## src/rtl/spi_ctl_pkg.sv

```systemverilog
// Shared constants and types for the SPI control slave.
package spi_ctl_pkg;
    localparam int BYTE_W = 8;

    // Transaction phase of the serial engine.
    typedef enum logic [2:0] {
        PH_IDLE,
        PH_HDR,
        PH_WRITE,
        PH_READ,
        PH_SKIP
    } phase_t;
endpackage

```

## src/rtl/spi_pin_sync.sv

```systemverilog
// Multi-flop synchroniser for a group of asynchronous input pins.
// Assumes each pin is stable for longer than STAGES system clocks.
module spi_pin_sync #(
    parameter int N_PINS = 3,
    parameter int STAGES = 2,
    parameter logic [N_PINS-1:0] RST_VAL = '0
) (
    input  logic              clk,
    input  logic              rst_n,
    input  logic [N_PINS-1:0] pin_i,
    output logic [N_PINS-1:0] lvl_o
);
    logic [N_PINS-1:0] chain [STAGES];

    // Shift pin values through the synchroniser stages.
    always_ff @(posedge clk) begin
        if (!rst_n) begin
            for (int s = 0; s < STAGES; s++) chain[s] <= RST_VAL;
        end else begin
            chain[0] <= pin_i;
            for (int s = 1; s < STAGES; s++) chain[s] <= chain[s-1];
        end
    end

    assign lvl_o = chain[STAGES-1];
endmodule

```

## src/rtl/spi_sync_fifo.sv

```systemverilog
// Single-clock FIFO with occupancy count; push when full and pop when
// empty are dropped. Assumes DEPTH is a power of two.
module spi_sync_fifo #(
    parameter int W     = 8,
    parameter int DEPTH = 8,
    localparam int AW   = (DEPTH > 1) ? $clog2(DEPTH) : 1,
    localparam int CW   = $clog2(DEPTH + 1)
) (
    input  logic          clk,
    input  logic          rst_n,
    input  logic          push,
    input  logic [W-1:0]  wdata,
    input  logic          pop,
    output logic [W-1:0]  rdata,
    output logic          full,
    output logic          empty,
    output logic [CW-1:0] count
);
    logic [W-1:0]  mem [DEPTH];
    logic [AW-1:0] wr_ptr, rd_ptr;
    logic          push_ok, pop_ok;

    assign full    = (count == CW'(DEPTH));
    assign empty   = (count == '0);
    assign push_ok = push && !full;
    assign pop_ok  = pop && !empty;
    assign rdata   = mem[rd_ptr];

    // Store pushed data.
    always_ff @(posedge clk) begin
        if (push_ok) mem[wr_ptr] <= wdata;
    end

    // Advance pointers and occupancy.
    always_ff @(posedge clk) begin
        if (!rst_n) begin
            wr_ptr <= '0;
            rd_ptr <= '0;
            count  <= '0;
        end else begin
            if (push_ok) wr_ptr <= wr_ptr + 1'b1;
            if (pop_ok)  rd_ptr <= rd_ptr + 1'b1;
            count <= count + CW'(push_ok) - CW'(pop_ok);
        end
    end
endmodule

```

## src/rtl/spi_ctl_engine.sv

```systemverilog
// Serial protocol engine: detects chip-select and serial-clock edges in
// the system domain, decodes the header byte, shifts write data into the
// receive path and read data out of the transmit path. Assumes inputs are
// already synchronised and sclk runs at most at half the clk rate.
module spi_ctl_engine
    import spi_ctl_pkg::*;
#(
    parameter int ADDR_W = BYTE_W - 1
) (
    input  logic              clk,
    input  logic              rst_n,
    input  logic              cs_lvl,
    input  logic              sclk_lvl,
    input  logic              mosi_lvl,
    input  logic [ADDR_W-1:0] dev_addr,
    output logic              rx_push,
    output logic [BYTE_W-1:0] rx_wdata,
    output logic              tx_pop,
    input  logic [BYTE_W-1:0] tx_rdata,
    input  logic              tx_empty,
    output logic              miso_o,
    output logic              miso_oe,
    output logic              cs_act
);
    localparam int BIT_W = $clog2(BYTE_W);

    phase_t            phase;
    logic [BIT_W-1:0]  bit_cnt;
    logic [BYTE_W-2:0] rx_sh;
    logic [BYTE_W-1:0] tx_sh;
    logic              byte_done;
    logic              cs_prev, sclk_prev;
    logic              cs_fall, cs_rise, sclk_rise, sclk_fall, last_bit;

    assign cs_fall   = cs_prev && !cs_lvl;
    assign cs_rise   = !cs_prev && cs_lvl;
    assign sclk_rise = !sclk_prev && sclk_lvl && !cs_lvl;
    assign sclk_fall = sclk_prev && !sclk_lvl && !cs_lvl;
    assign last_bit  = (bit_cnt == BIT_W'(BYTE_W - 1));
    assign cs_act    = !cs_lvl;

    assign rx_wdata = {rx_sh, mosi_lvl};
    assign rx_push  = sclk_rise && last_bit && (phase == PH_WRITE);
    assign tx_pop   = sclk_fall && byte_done && (phase == PH_READ) && !tx_empty;
    assign miso_o   = tx_sh[BYTE_W-1];
    assign miso_oe  = cs_act && (phase == PH_READ);

    // Remember previous levels for edge detection.
    always_ff @(posedge clk) begin
        if (!rst_n) begin
            cs_prev   <= 1'b1;
            sclk_prev <= 1'b0;
        end else begin
            cs_prev   <= cs_lvl;
            sclk_prev <= sclk_lvl;
        end
    end

    // Track phase, bit position and shift registers per transaction.
    always_ff @(posedge clk) begin
        if (!rst_n) begin
            phase     <= PH_IDLE;
            bit_cnt   <= '0;
            rx_sh     <= '0;
            tx_sh     <= '0;
            byte_done <= 1'b0;
        end else if (cs_rise) begin
            phase     <= PH_IDLE;
            byte_done <= 1'b0;
        end else if (cs_fall) begin
            phase     <= PH_HDR;
            bit_cnt   <= '0;
            byte_done <= 1'b0;
        end else begin
            if (sclk_rise) begin
                rx_sh     <= {rx_sh[BYTE_W-3:0], mosi_lvl};
                bit_cnt   <= bit_cnt + 1'b1;
                byte_done <= last_bit;
                if (last_bit && phase == PH_HDR) begin
                    if (rx_sh[ADDR_W-1:0] != dev_addr) phase <= PH_SKIP;
                    else if (mosi_lvl)                 phase <= PH_READ;
                    else                               phase <= PH_WRITE;
                end
            end
            if (sclk_fall) begin
                byte_done <= 1'b0;
                if (phase == PH_READ) begin
                    if (byte_done) tx_sh <= tx_empty ? '0 : tx_rdata;
                    else           tx_sh <= {tx_sh[BYTE_W-2:0], 1'b0};
                end
            end
        end
    end
endmodule

```

## src/rtl/spi_ctl_sideband.sv

```systemverilog
// Busy and interrupt generation. Busy uses a high/low water hysteresis on
// the receive count; the interrupt follows the transmit queue and may only
// be raised while the chip select is inactive.
module spi_ctl_sideband #(
    parameter int RX_CW = 4,
    parameter int TX_CW = 4
) (
    input  logic             clk,
    input  logic             rst_n,
    input  logic [RX_CW-1:0] rx_count,
    input  logic [RX_CW-1:0] high_water,
    input  logic [RX_CW-1:0] low_water,
    input  logic [TX_CW-1:0] tx_count,
    input  logic             tx_push,
    input  logic             tx_pop,
    input  logic             cs_act,
    output logic             bsy_n,
    output logic             irq_n
);
    logic busy_q, irq_q;

    // Busy with hysteresis between the two water marks.
    always_ff @(posedge clk) begin
        if (!rst_n)                                busy_q <= 1'b0;
        else if (!busy_q && rx_count >= high_water) busy_q <= 1'b1;
        else if (busy_q && rx_count < low_water)    busy_q <= 1'b0;
    end

    // Interrupt: clear on draining the last byte, set only when idle.
    always_ff @(posedge clk) begin
        if (!rst_n)
            irq_q <= 1'b0;
        else if (tx_pop && !tx_push && tx_count == TX_CW'(1))
            irq_q <= 1'b0;
        else if (!cs_act && tx_count != '0)
            irq_q <= 1'b1;
    end

    assign bsy_n = !busy_q;
    assign irq_n = !irq_q;
endmodule

```

## src/rtl/spi_ctl_slave.sv

```systemverilog
// SPI control slave with receive/transmit queues, busy flow control and
// message-pending interrupt. Assumes sclk at most half the clk rate and
// serial mode 0 (sample on rise, change on fall).
module spi_ctl_slave
    import spi_ctl_pkg::*;
#(
    parameter int RX_DEPTH = 8,
    parameter int TX_DEPTH = 8,
    parameter int SYNC_STAGES = 2,
    localparam int ADDR_W = BYTE_W - 1,
    localparam int RX_CW  = $clog2(RX_DEPTH + 1),
    localparam int TX_CW  = $clog2(TX_DEPTH + 1)
) (
    input  logic              clk,
    input  logic              rst_n,
    input  logic [ADDR_W-1:0] dev_addr,
    input  logic [RX_CW-1:0]  high_water,
    input  logic [RX_CW-1:0]  low_water,
    input  logic              cs_n,
    input  logic              sclk,
    input  logic              mosi,
    output logic              miso_o,
    output logic              miso_oe,
    output logic              bsy_n,
    output logic              irq_n,
    output logic [BYTE_W-1:0] rx_data,
    output logic              rx_valid,
    input  logic              rx_ready,
    input  logic [BYTE_W-1:0] tx_data,
    input  logic              tx_valid,
    output logic              tx_ready
);
    logic [2:0]        pins_s;
    logic              cs_act, rx_push, tx_pop, tx_push;
    logic [BYTE_W-1:0] rx_wdata, tx_rdata;
    logic              rx_full, rx_empty, tx_full, tx_empty;
    logic [RX_CW-1:0]  rx_count;
    logic [TX_CW-1:0]  tx_count;

    spi_pin_sync #(.N_PINS(3), .STAGES(SYNC_STAGES), .RST_VAL(3'b100)) u_sync (
        .clk(clk), .rst_n(rst_n), .pin_i({cs_n, sclk, mosi}), .lvl_o(pins_s)
    );

    spi_ctl_engine #(.ADDR_W(ADDR_W)) u_engine (
        .clk(clk), .rst_n(rst_n),
        .cs_lvl(pins_s[2]), .sclk_lvl(pins_s[1]), .mosi_lvl(pins_s[0]),
        .dev_addr(dev_addr),
        .rx_push(rx_push), .rx_wdata(rx_wdata),
        .tx_pop(tx_pop), .tx_rdata(tx_rdata), .tx_empty(tx_empty),
        .miso_o(miso_o), .miso_oe(miso_oe), .cs_act(cs_act)
    );

    spi_sync_fifo #(.W(BYTE_W), .DEPTH(RX_DEPTH)) u_rx_fifo (
        .clk(clk), .rst_n(rst_n),
        .push(rx_push), .wdata(rx_wdata),
        .pop(rx_ready), .rdata(rx_data),
        .full(rx_full), .empty(rx_empty), .count(rx_count)
    );

    assign tx_push  = tx_valid && !tx_full;
    assign tx_ready = !tx_full;
    assign rx_valid = !rx_empty;

    spi_sync_fifo #(.W(BYTE_W), .DEPTH(TX_DEPTH)) u_tx_fifo (
        .clk(clk), .rst_n(rst_n),
        .push(tx_push), .wdata(tx_data),
        .pop(tx_pop), .rdata(tx_rdata),
        .full(tx_full), .empty(tx_empty), .count(tx_count)
    );

    spi_ctl_sideband #(.RX_CW(RX_CW), .TX_CW(TX_CW)) u_side (
        .clk(clk), .rst_n(rst_n),
        .rx_count(rx_count), .high_water(high_water), .low_water(low_water),
        .tx_count(tx_count), .tx_push(tx_push), .tx_pop(tx_pop),
        .cs_act(cs_act), .bsy_n(bsy_n), .irq_n(irq_n)
    );
endmodule

```

## config.mk

```make
export PLATFORM = sky130hd
export DESIGN_NAME = spi_ctl_slave
export DESIGN_NICKNAME = d
export VERILOG_FILES = /design/src/rtl/spi_ctl_pkg.sv /design/src/rtl/spi_pin_sync.sv /design/src/rtl/spi_sync_fifo.sv /design/src/rtl/spi_ctl_engine.sv /design/src/rtl/spi_ctl_sideband.sv /design/src/rtl/spi_ctl_slave.sv
export SDC_FILE = /design/constraint.sdc
export NUM_CORES = 1
export LEC_CHECK = 0
export BUFFER_PORTS_ARGS = -buffer_cell sky130_fd_sc_hd__clkbuf_2
export CORE_ASPECT_RATIO = 0.7
export CORE_UTILIZATION = 30
export DETAILED_ROUTE_END_ITERATION = 12
export GPL_TIMING_DRIVEN = 0
export MAX_ROUTING_LAYER = met4
export PLACE_DENSITY = 0.58
export SLEW_MARGIN = 20
export SYNTH_ARGS = -nofsm -noshare
export SYNTH_HDL_FRONTEND = slang
export SYNTH_SLANG_ARGS = --single-unit
```

## constraint.sdc

```tcl
create_clock -name clk -period 2.4 [get_ports clk]
set_input_delay 0.12 -clock clk [delete_from_list [all_inputs] [get_ports clk]]
set_output_delay 0.12 -clock clk [all_outputs]
set_load 0.05 [all_outputs]
```

==> impl_metrics.ini, run 1 <==
[layout]
num-fill-cells = 2328
utilization = 0.368
diodes = 0
num-nets-final = 630
area_growth_pct = 19.0
layout-drive-gt1-share = 0.253

[logic_synthesis]
synth_area_um2 = 7730
synth_ff_type = edfxtp_1
synthDistinctLibCells = 54
synth_top_cell_by_area = edfxtp_1
netlist_instances = 497
synth_common_cells = 128 x edfxtp_1, 58 x dfxtp_1, 32 x nor2_1
synth_fp_nets = 556
ys_warn_count = 0
netlist.area_leader.share = 0.497
synthTopCellsByArea = edfxtp_1 50%, dfxtp_1 15%, mux4_1 5.4%
async_reset_ff_frac = 0
synth_edf_count = 128
yosysMostFrequentCell = edfxtp_1
avgSynthCellArea_um2 = 15.6
synth_seq_cells = 186
yosysSeqAreaShare = 0.647

[floorplan]
die_x_um = 194
die-area_um2 = 26400
ios = 44
placement_rows = 48
die_h_um = 136
core_region_area_um2 = 25000
start_util = 0.309

[worst_setup_path]
endpoint_kind = flop
critPathMaxFanout = 3
arrival_ps = 2700
crit_start = u_tx_fifo.count[2]
r2r_start = u_tx_fifo.count[2]
worstPathRequired_ps = 2770
worst-setup-path-type = reg2reg
cp-start-kind = flop

[sta]
skew_ps = 13.5
min_period_ps = 2330
fin_crit_sh = 0.969
rsz0062_at_grt = no
tightest_slew_ps = 833
hold_viol_final = 0
finalMaxSlewViolations = 0
finalSetupViolations = 0
relSlewSlack = 0.442
fin_setup_tns_ps = 0
max_freq_mhz = 430

[clock_tree]
clkTransAtPathRegs_ps = 70
cts-root-buf = clkbuf_16
htree_num_levels = 4
cts_num_sinks = 186
clk_latency_ps = 430
clock_path_buffers = 2
cts_tree = built
cts_buffers = 17

[place]
globalplace.congestion = 0.792
hpwl_mm = 10.6
portBuffers = 43

[outcome]
status = finished clean

[detailed_routing]
wl_per_cell_um = 16.6
drc = 0
drtIter0Drc = 190
first_pass_iters = 4
ant_nets = 0
routed_wl_mm = 15.1
viasPerCell = 4.61
vias = 4186

[power]
cellPowerDensity_nw_per_um2 = 884
comb_power_share = 0.199
internal_power_mw = 5.92
leakage_nw = 3.28
p_switching_mw = 2.23
p_sw_frac = 0.273
peakVddDrop_v = 0.000531
pwr-share-seq = 0.450
clockPowerShare = 0.350

[grt]
grt_use_total = 0.125
antenna_found_initial = 0
grt_pass1_vias = 4342
grt-ovfl-total = 0
grt_first_pass_wirelength_mm = 23.8
grt_max_degree = 17

[min_path]
hp-start = rx_ready
hold_class = in2reg

[run]
cap_violations = 0
placed cells by master, fill, tap and decap left out, types with 3 or more instances in the layout:
cell type,count
nor2_4,3
buf_6,3
clkbuf_16,17
inv_6,3
mux4_2,15
ha_1,24
xor2_1,7
nor2_1,26
inv_1,24
o22ai_1,9
xnor2_1,9
mux2i_1,25
dfxtp_1,57
and2_1,11
clkbuf_1,7
mux2_2,9
bufinv_16,3
nor2_2,3
clkbuf_2,43
nand2b_1,8
buf_2,5
edfxtp_1,128
nor2b_1,8
nor3_2,4
a21oi_1,10
inv_2,5
nor3b_1,3
buf_4,4
mux4_1,16
clkinv_4,3
nor3_1,3
nand2_1,16
and3_1,3
nand3_1,7
o21ai_0,5
dlygate4sd3_1,9
metal layers:
metal	GRT usage	share of wire	up-vias	wire, um
met5	-	0	-	0
met4	0.0432	0.014	0	213
met3	0.0273	0.035	16	525
met2	0.204	0.47	64	7130
met1	0.155	0.48	2078	7210
li1	-	-	2028	-
cell type report:
class,count,area (um^2),area share
clock buffers,18,429,0.0466
well taps,325,407,0.0442
repair buffers,57,353,0.0383
multi-input cells,264,2620,0.285
inverters,29,109,0.0118
flip-flops and latches,186,5010,0.544
plain buffers,16,108,0.0117
clock inverters,14,170,0.0185
power groups by stage:
stage / sequential [mW] / clock (mW) / combinational, mW
finish: 3.67 / 2.85 / 1.62
global route: 3.69 / 3.01 / 1.78
CTS: 3.67 / 2.89 / 1.62
detailed placement: 3.72 / 0 / 1.58
global placement: 3.71 / 0 / 1.55
floorplan: 3.69 / 0 / 1.23
what timing repair did:
action / CTS / global route
hold endpoints to repair: 47 / 0
hold buffers: 9 / 0
gates resized for setup: 17 / 9
setup endpoints to repair: 69 / 30
pin swaps: 1 / 1
setup buffers: 1 / 3
final timing paths:
kind	end	depth (start not counted)	slack, ps
min reg2reg	u_sync.chain[0][5]	1	420
max reg2reg	u_tx_fifo.count[1]	9	70
max	u_tx_fifo.count[1]	9	70
min	flop	3	10
critical path, cell delays in order (launching register included):
cell	delay, ps
dfxtp_1	310
inv_2	70
ha_2	180
or3b_4	390
and4_4	210
ha_4	260
inv_1	40
ha_2	180
fa_2	510
and2_1	120
per-stage QoR:
stage	setup WS, ps	power, mW	cells	hold WS [ps]	cell area [um^2]
floorplan	8.71	4.92	497	219	7740
global placement	-589	5.26	865	308	8360
detailed placement	-248	5.30	866	309	8400
CTS	-5.73	8.18	906	1.94	9150
global route	3.10	8.48	909	16.4	9210
finish	75.0	8.14	909	11.8	9210
kinds of logic (layout without fill, tap and decap cells):
group	Yosys count	in the layout	share of synthesized area
AO/OA/AOI/OAI	38	38	0.0306
XOR/XNOR	16	16	0.0181
flip-flops	186	186	0.647
multiplexers	65	65	0.144
adder cells (fa/ha/maj)	29	29	0.0489
buffers and inverters	47	134	0.0295
AND/OR/NAND/NOR	116	116	0.0822
sequential cells by signal, summed over array words and instances, names as in the netlist, named ones only:
register	flops
u_rx_fifo.mem	64
u_tx_fifo.mem	64
u_engine.tx_sh	8
u_engine.rx_sh	7
u_sync.chain	6
u_rx_fifo.count	4
u_tx_fifo.count	4
u_engine.bit_cnt	3
u_engine.phase	3
u_rx_fifo.rd_ptr	3
u_rx_fifo.wr_ptr	3
u_tx_fifo.rd_ptr	3
u_tx_fifo.wr_ptr	3
u_engine.byte_done	1
u_engine.cs_prev	1
u_engine.sclk_prev	1
u_side.busy_q	1
u_side.irq_q	1
Note: power is estimated with default switching activity, not from simulation.
==> inputs of run 2 (changes only) <==
--- a/config.mk
+++ b/config.mk
@@ -12,6 +12,7 @@
 export GPL_TIMING_DRIVEN = 0
 export MAX_ROUTING_LAYER = met4
 export PLACE_DENSITY = 0.58
+export REMOVE_ABC_BUFFERS = 1
 export SLEW_MARGIN = 20
 export SYNTH_ARGS = -nofsm -noshare
 export SYNTH_HDL_FRONTEND = slang
==> impl_metrics.ini, run 2 (same netlist as run 1, synthesis figures left out) <==
[layout]
final_common_cell = edfxtp_1
num-nets-final = 619
fin_cells = 898
layout-drive-gt1-share = 0.257
layout_common_cells = 128 x edfxtp_1, 52 x dfxtp_1, 43 x clkbuf_2, 26 x nor2_1, 25 x mux2i_1
largestRegisters = u_rx_fifo.mem (64), u_tx_fifo.mem (64), u_engine.tx_sh (8)
utilization = 0.366
finish.instance_area_um2 = 9160
area_growth_pct = 18.4
diodes = 0

[worst_setup_path]
endpoint_kind = flop
arrival_ps = 2600
worstPathRequired_ps = 2690
worst-setup-path-type = reg2reg
critPathMaxFanout = 3
cp-start-kind = flop

[clock_tree]
htree_num_levels = 4
cts_tree = built
clock_path_buffers = 2
clkTransAtPathRegs_ps = 70
cts_num_sinks = 186
cts-root-buf = clkbuf_16
clk_latency_ps = 430
cts_buffers = 17

[grt]
grt_use_total = 0.125
grt_pass1_vias = 4478
grt_max_degree = 38
antenna_found_initial = 0
grt-ovfl-total = 0
grt_first_pass_wirelength_mm = 24.0

[power]
cellPowerDensity_nw_per_um2 = 881
leakage_nw = 3.26
peakVddDrop_v = 0.000537
p_total_mw = 8.07

[sta]
finalMaxSlewViolations = 0
fin_crit_sh = 0.963
fin_setup_tns_ps = 0
rsz0062_at_grt = yes
hold_viol_final = 0
worst_slack_ps = 88.6
max_freq_mhz = 433
min_period_ps = 2310
skew_ps = 12.2
finalSetupViolations = 0
tightest_slew_ps = 1010
whs_ps = 99.9
relSlewSlack = 0.327

[place]
placedCellCount = 849
pre_cts_slack_ps = -218
globalplace.congestion = 0.727
portBuffers = 43
dpl_cell_area_um2 = 8290
hpwl_mm = 10.1

[detailed_routing]
wl_met3_um = 587
drtIter0Drc = 299
m1WireLength_mm = 6.59
vias = 4208
ant_nets = 0
viasPerCell = 4.69
wl_per_cell_um = 16.7
wl_met2_mm = 7.70
routed_wl_mm = 15.0
top_layer = met4
first_pass_iters = 4
drc = 0

[floorplan]
ios = 44
die_h_um = 136
die-area_um2 = 26400
die_x_um = 194
start_util = 0.309
core_region_area_um2 = 25000
placement_rows = 48

[outcome]
status = finished clean

[min_path]
hold_class = in2reg

[run]
cap_violations = 0
[run 2: path summary, 6_finish.rpt]
path / slack, ps / cells past startpoint / end / startpoint
max: 90 / 10 / u_tx_fifo.count[2] / u_tx_fifo.count[2]
min: 100 / 4 / u_side.busy_q / low_water[0]
max reg2reg: 90 / 10 / u_tx_fifo.count[2] / u_tx_fifo.count[2]
min reg2reg: 410 / 1 / u_sync.chain[0][5] / u_sync.chain[0][2]
[run 2: worst max-delay path, cell delays in order, from the launching register on]
cell and delay, ps:
dfxtp_1 310, inv_2 80, ha_4 130, or3b_4 390, and4_4 210, ha_4 250
inv_1 60, ha_4 170, fa_2 370, xnor2_2 160, nor2_1 50
[run 2: per-layer routing]
layer / vias to the layer above / track usage
met2: 70 / 0.218
met5: - / -
met4: 0 / 0.0344
met1: 2130 / 0.145
met3: 11 / 0.0290
li1: 1997 / -
[run 2: timing repair]
item | in CTS | in global routing
buffers inserted | 1 | 3
setup endpoints to repair | 46 | 46
hold buffers | 13 | 0
pin swaps | 1 | 5
resized for setup | 17 | 19
endpoints found under the hold margin | 70 | 0
[run 2: final cells by class]
| cell class | instances | area [um^2] |
|---|---|---|
| clock buffer | 22 | 507 |
| clock inverter | 10 | 75.1 |
| fill | 2361 | 15800 |
| inverter | 29 | 109 |
| multi-input combinational | 264 | 2650 |
| sequential | 186 | 5010 |
| tap | 325 | 407 |
| timing repair buffer | 62 | 390 |
[run 2: report_power, final]
part | switching, mW | internal (mW) | total [mW]
Combinational | 0.868 | 0.711 | 1.58
Clock | 1.21 | 1.52 | 2.73
Sequential | 0.182 | 3.57 | 3.75
Total | 2.26 | 5.80 | 8.06
==> inputs of run 3 (changes only) <==
--- a/config.mk
+++ b/config.mk
@@ -13,6 +13,7 @@
 export MAX_ROUTING_LAYER = met4
 export PLACE_DENSITY = 0.58
 export REMOVE_ABC_BUFFERS = 1
+export SETUP_SLACK_MARGIN = 0.3
 export SLEW_MARGIN = 20
 export SYNTH_ARGS = -nofsm -noshare
 export SYNTH_HDL_FRONTEND = slang
==> impl_metrics.ini, run 3 (same netlist as run 1, synthesis figures left out) <==
[power]
p_switching_mw = 2.37
internal_power_mw = 6.14
cellPowerDensity_nw_per_um2 = 894
leakage_nw = 3.38
comb_power_share = 0.244
clockPowerShare = 0.320
peakVddDrop_v = 0.000537
p_sw_frac = 0.279
pwr-share-seq = 0.436

[worst_setup_path]
r2r_cells = 9
worstPathRequired_ps = 2770
arrival_ps = 2610
r2r_slack_ps = 160
r2r_start = u_tx_fifo.count[2]
endpoint_kind = flop
critPathMaxFanout = 3
cp-start-kind = flop
worst-setup-path-type = reg2reg
rr_endpoint = u_tx_fifo.count[1]

[layout]
num-fill-cells = 2319
layout-drive-gt1-share = 0.323
num-nets-final = 638
layout_common_cells = 128 x edfxtp_1, 52 x dfxtp_1, 35 x clkbuf_2, 26 x mux4_2, 25 x mux2i_1
fin_cells = 917
largestRegisters = u_rx_fifo.mem (64), u_tx_fifo.mem (64), u_engine.tx_sh (8)
final_common_cell = edfxtp_1
diodes = 0
utilization = 0.381
area_growth_pct = 23.2

[detailed_routing]
wl_per_cell_um = 16.7
drc = 0
vias = 4271
drtIter0Drc = 267
first_pass_iters = 4
ant_nets = 0
viasPerCell = 4.66
routed_wl_mm = 15.3

[min_path]
whs_path_depth = 4
hold_end = u_engine.phase[1]
hold_class = in2reg
hp-start = dev_addr[6]

[sta]
hold_viol_final = 0
skew_ps = 11.0
fin_setup_tns_ps = 0
rsz0062_at_grt = yes
finalSetupViolations = 0
min_period_ps = 2240
finalMaxSlewViolations = 0
fin_crit_sh = 0.934
relSlewSlack = 0.409
max_freq_mhz = 446
tightest_slew_ps = 885
worst_slack_ps = 157

[grt]
antenna_found_initial = 0
grt-ovfl-total = 0
grt_first_pass_wirelength_mm = 24.8
grt_pass1_vias = 4564
grt_max_degree = 38
grt_use_total = 0.128

[clock_tree]
clock_path_buffers = 2
clkTransAtPathRegs_ps = 70
cts_tree = built
cts_buffers = 17
cts-root-buf = clkbuf_16
clk_latency_ps = 430
cts_num_sinks = 186
htree_num_levels = 4

[floorplan]
start_util = 0.309
core_region_area_um2 = 25000
die-area_um2 = 26400
die_h_um = 136
ios = 44
die_x_um = 194
placement_rows = 48

[outcome]
status = finished clean

[run]
cap_violations = 0

[place]
pre_cts_slack_ps = -218
hpwl_mm = 10.1
portBuffers = 43
placedCellCount = 849
globalplace.congestion = 0.727
[run 3: changes by cell type in the layout (fill, tap and decap cells not counted), moves of 6 or more]
cell	before	now
inv_1	24	17
buf_4	6	18
mux4_2	15	26
mux2_2	9	3
buf_8	0	7
mux2_4	0	6
inv_2	5	12
clkbuf_2	43	35
mux4_1	16	5
[run 3: stage by stage]
stage / hold slack (ps) / cell area, um^2 / power (mW)
2_1_floorplan: 190 / 7610 / 4.84
3_3_place_gp: 315 / 8240 / 5.17
3_5_place_dp: 307 / 8290 / 5.25
4_1_cts: 98.2 / 9430 / 8.50
5_1_grt: 114 / 9520 / 8.93
6_report: 131 / 9520 / 8.51
[run 3: final cells by class]
type	instances	area, um^2	share of cell area
clock buffers	22	507	0.0532
repair buffers	81	662	0.0695
clock inverters	10	75.1	0.00788
flip-flops and latches	186	5020	0.527
inverters	29	109	0.0114
multi-input cells	264	2750	0.288
well taps	325	407	0.0427
[run 3: how the worst max path moves through the flow]
stage	from	endpoint	slack [ps]	cells after the start
detailed placement	u_tx_fifo.count[2]	u_tx_fifo.count[2]	-220	10
floorplan	u_rx_fifo.count[2]	u_rx_fifo.count[2]	-160	11
global placement	u_rx_fifo.count[2]	u_rx_fifo.mem[0][6]	-530	5
finish	u_tx_fifo.count[2]	u_tx_fifo.count[1]	160	9
global route	u_tx_fifo.count[2]	u_tx_fifo.count[2]	90	10
CTS	u_tx_fifo.count[2]	u_tx_fifo.count[1]	140	9
[run 3: critical path: stages (launching register included)]
cell and delay, ps:
dfxtp_2 320, inv_2 80, ha_4 120, or3b_4 380
and4_4 210, ha_4 260, inv_2 40, ha_4 150
fa_2 520, and2_1 120
[run 3: layer usage]
layer / wire length (um) / vias to the layer above / global-route usage
li1: - / 2022 / -
met1: 6650 / 2163 / 0.149
met2: 8020 / 78 / 0.224
met3: 570 / 8 / 0.0290
met4: 81 / 0 / 0.0344
met5: 0 / - / -
[run 3: power groups by stage]
stage / Combinational, mW / Sequential (mW) / Clock (mW)
floorplan: 1.10 / 3.74 / 0
global placement: 1.37 / 3.80 / 0
detailed placement: 1.43 / 3.82 / 0
CTS: 2.00 / 3.71 / 2.79
global route: 2.27 / 3.73 / 2.93
finish: 2.08 / 3.71 / 2.72
[run 3: timing repair]
action	4_1_cts	5_1_grt
resized for setup	84	26
hold endpoints to repair	69	0
hold buffers	13	0
buffers inserted	20	3
pin swaps	18	6
setup endpoints to repair	132	58
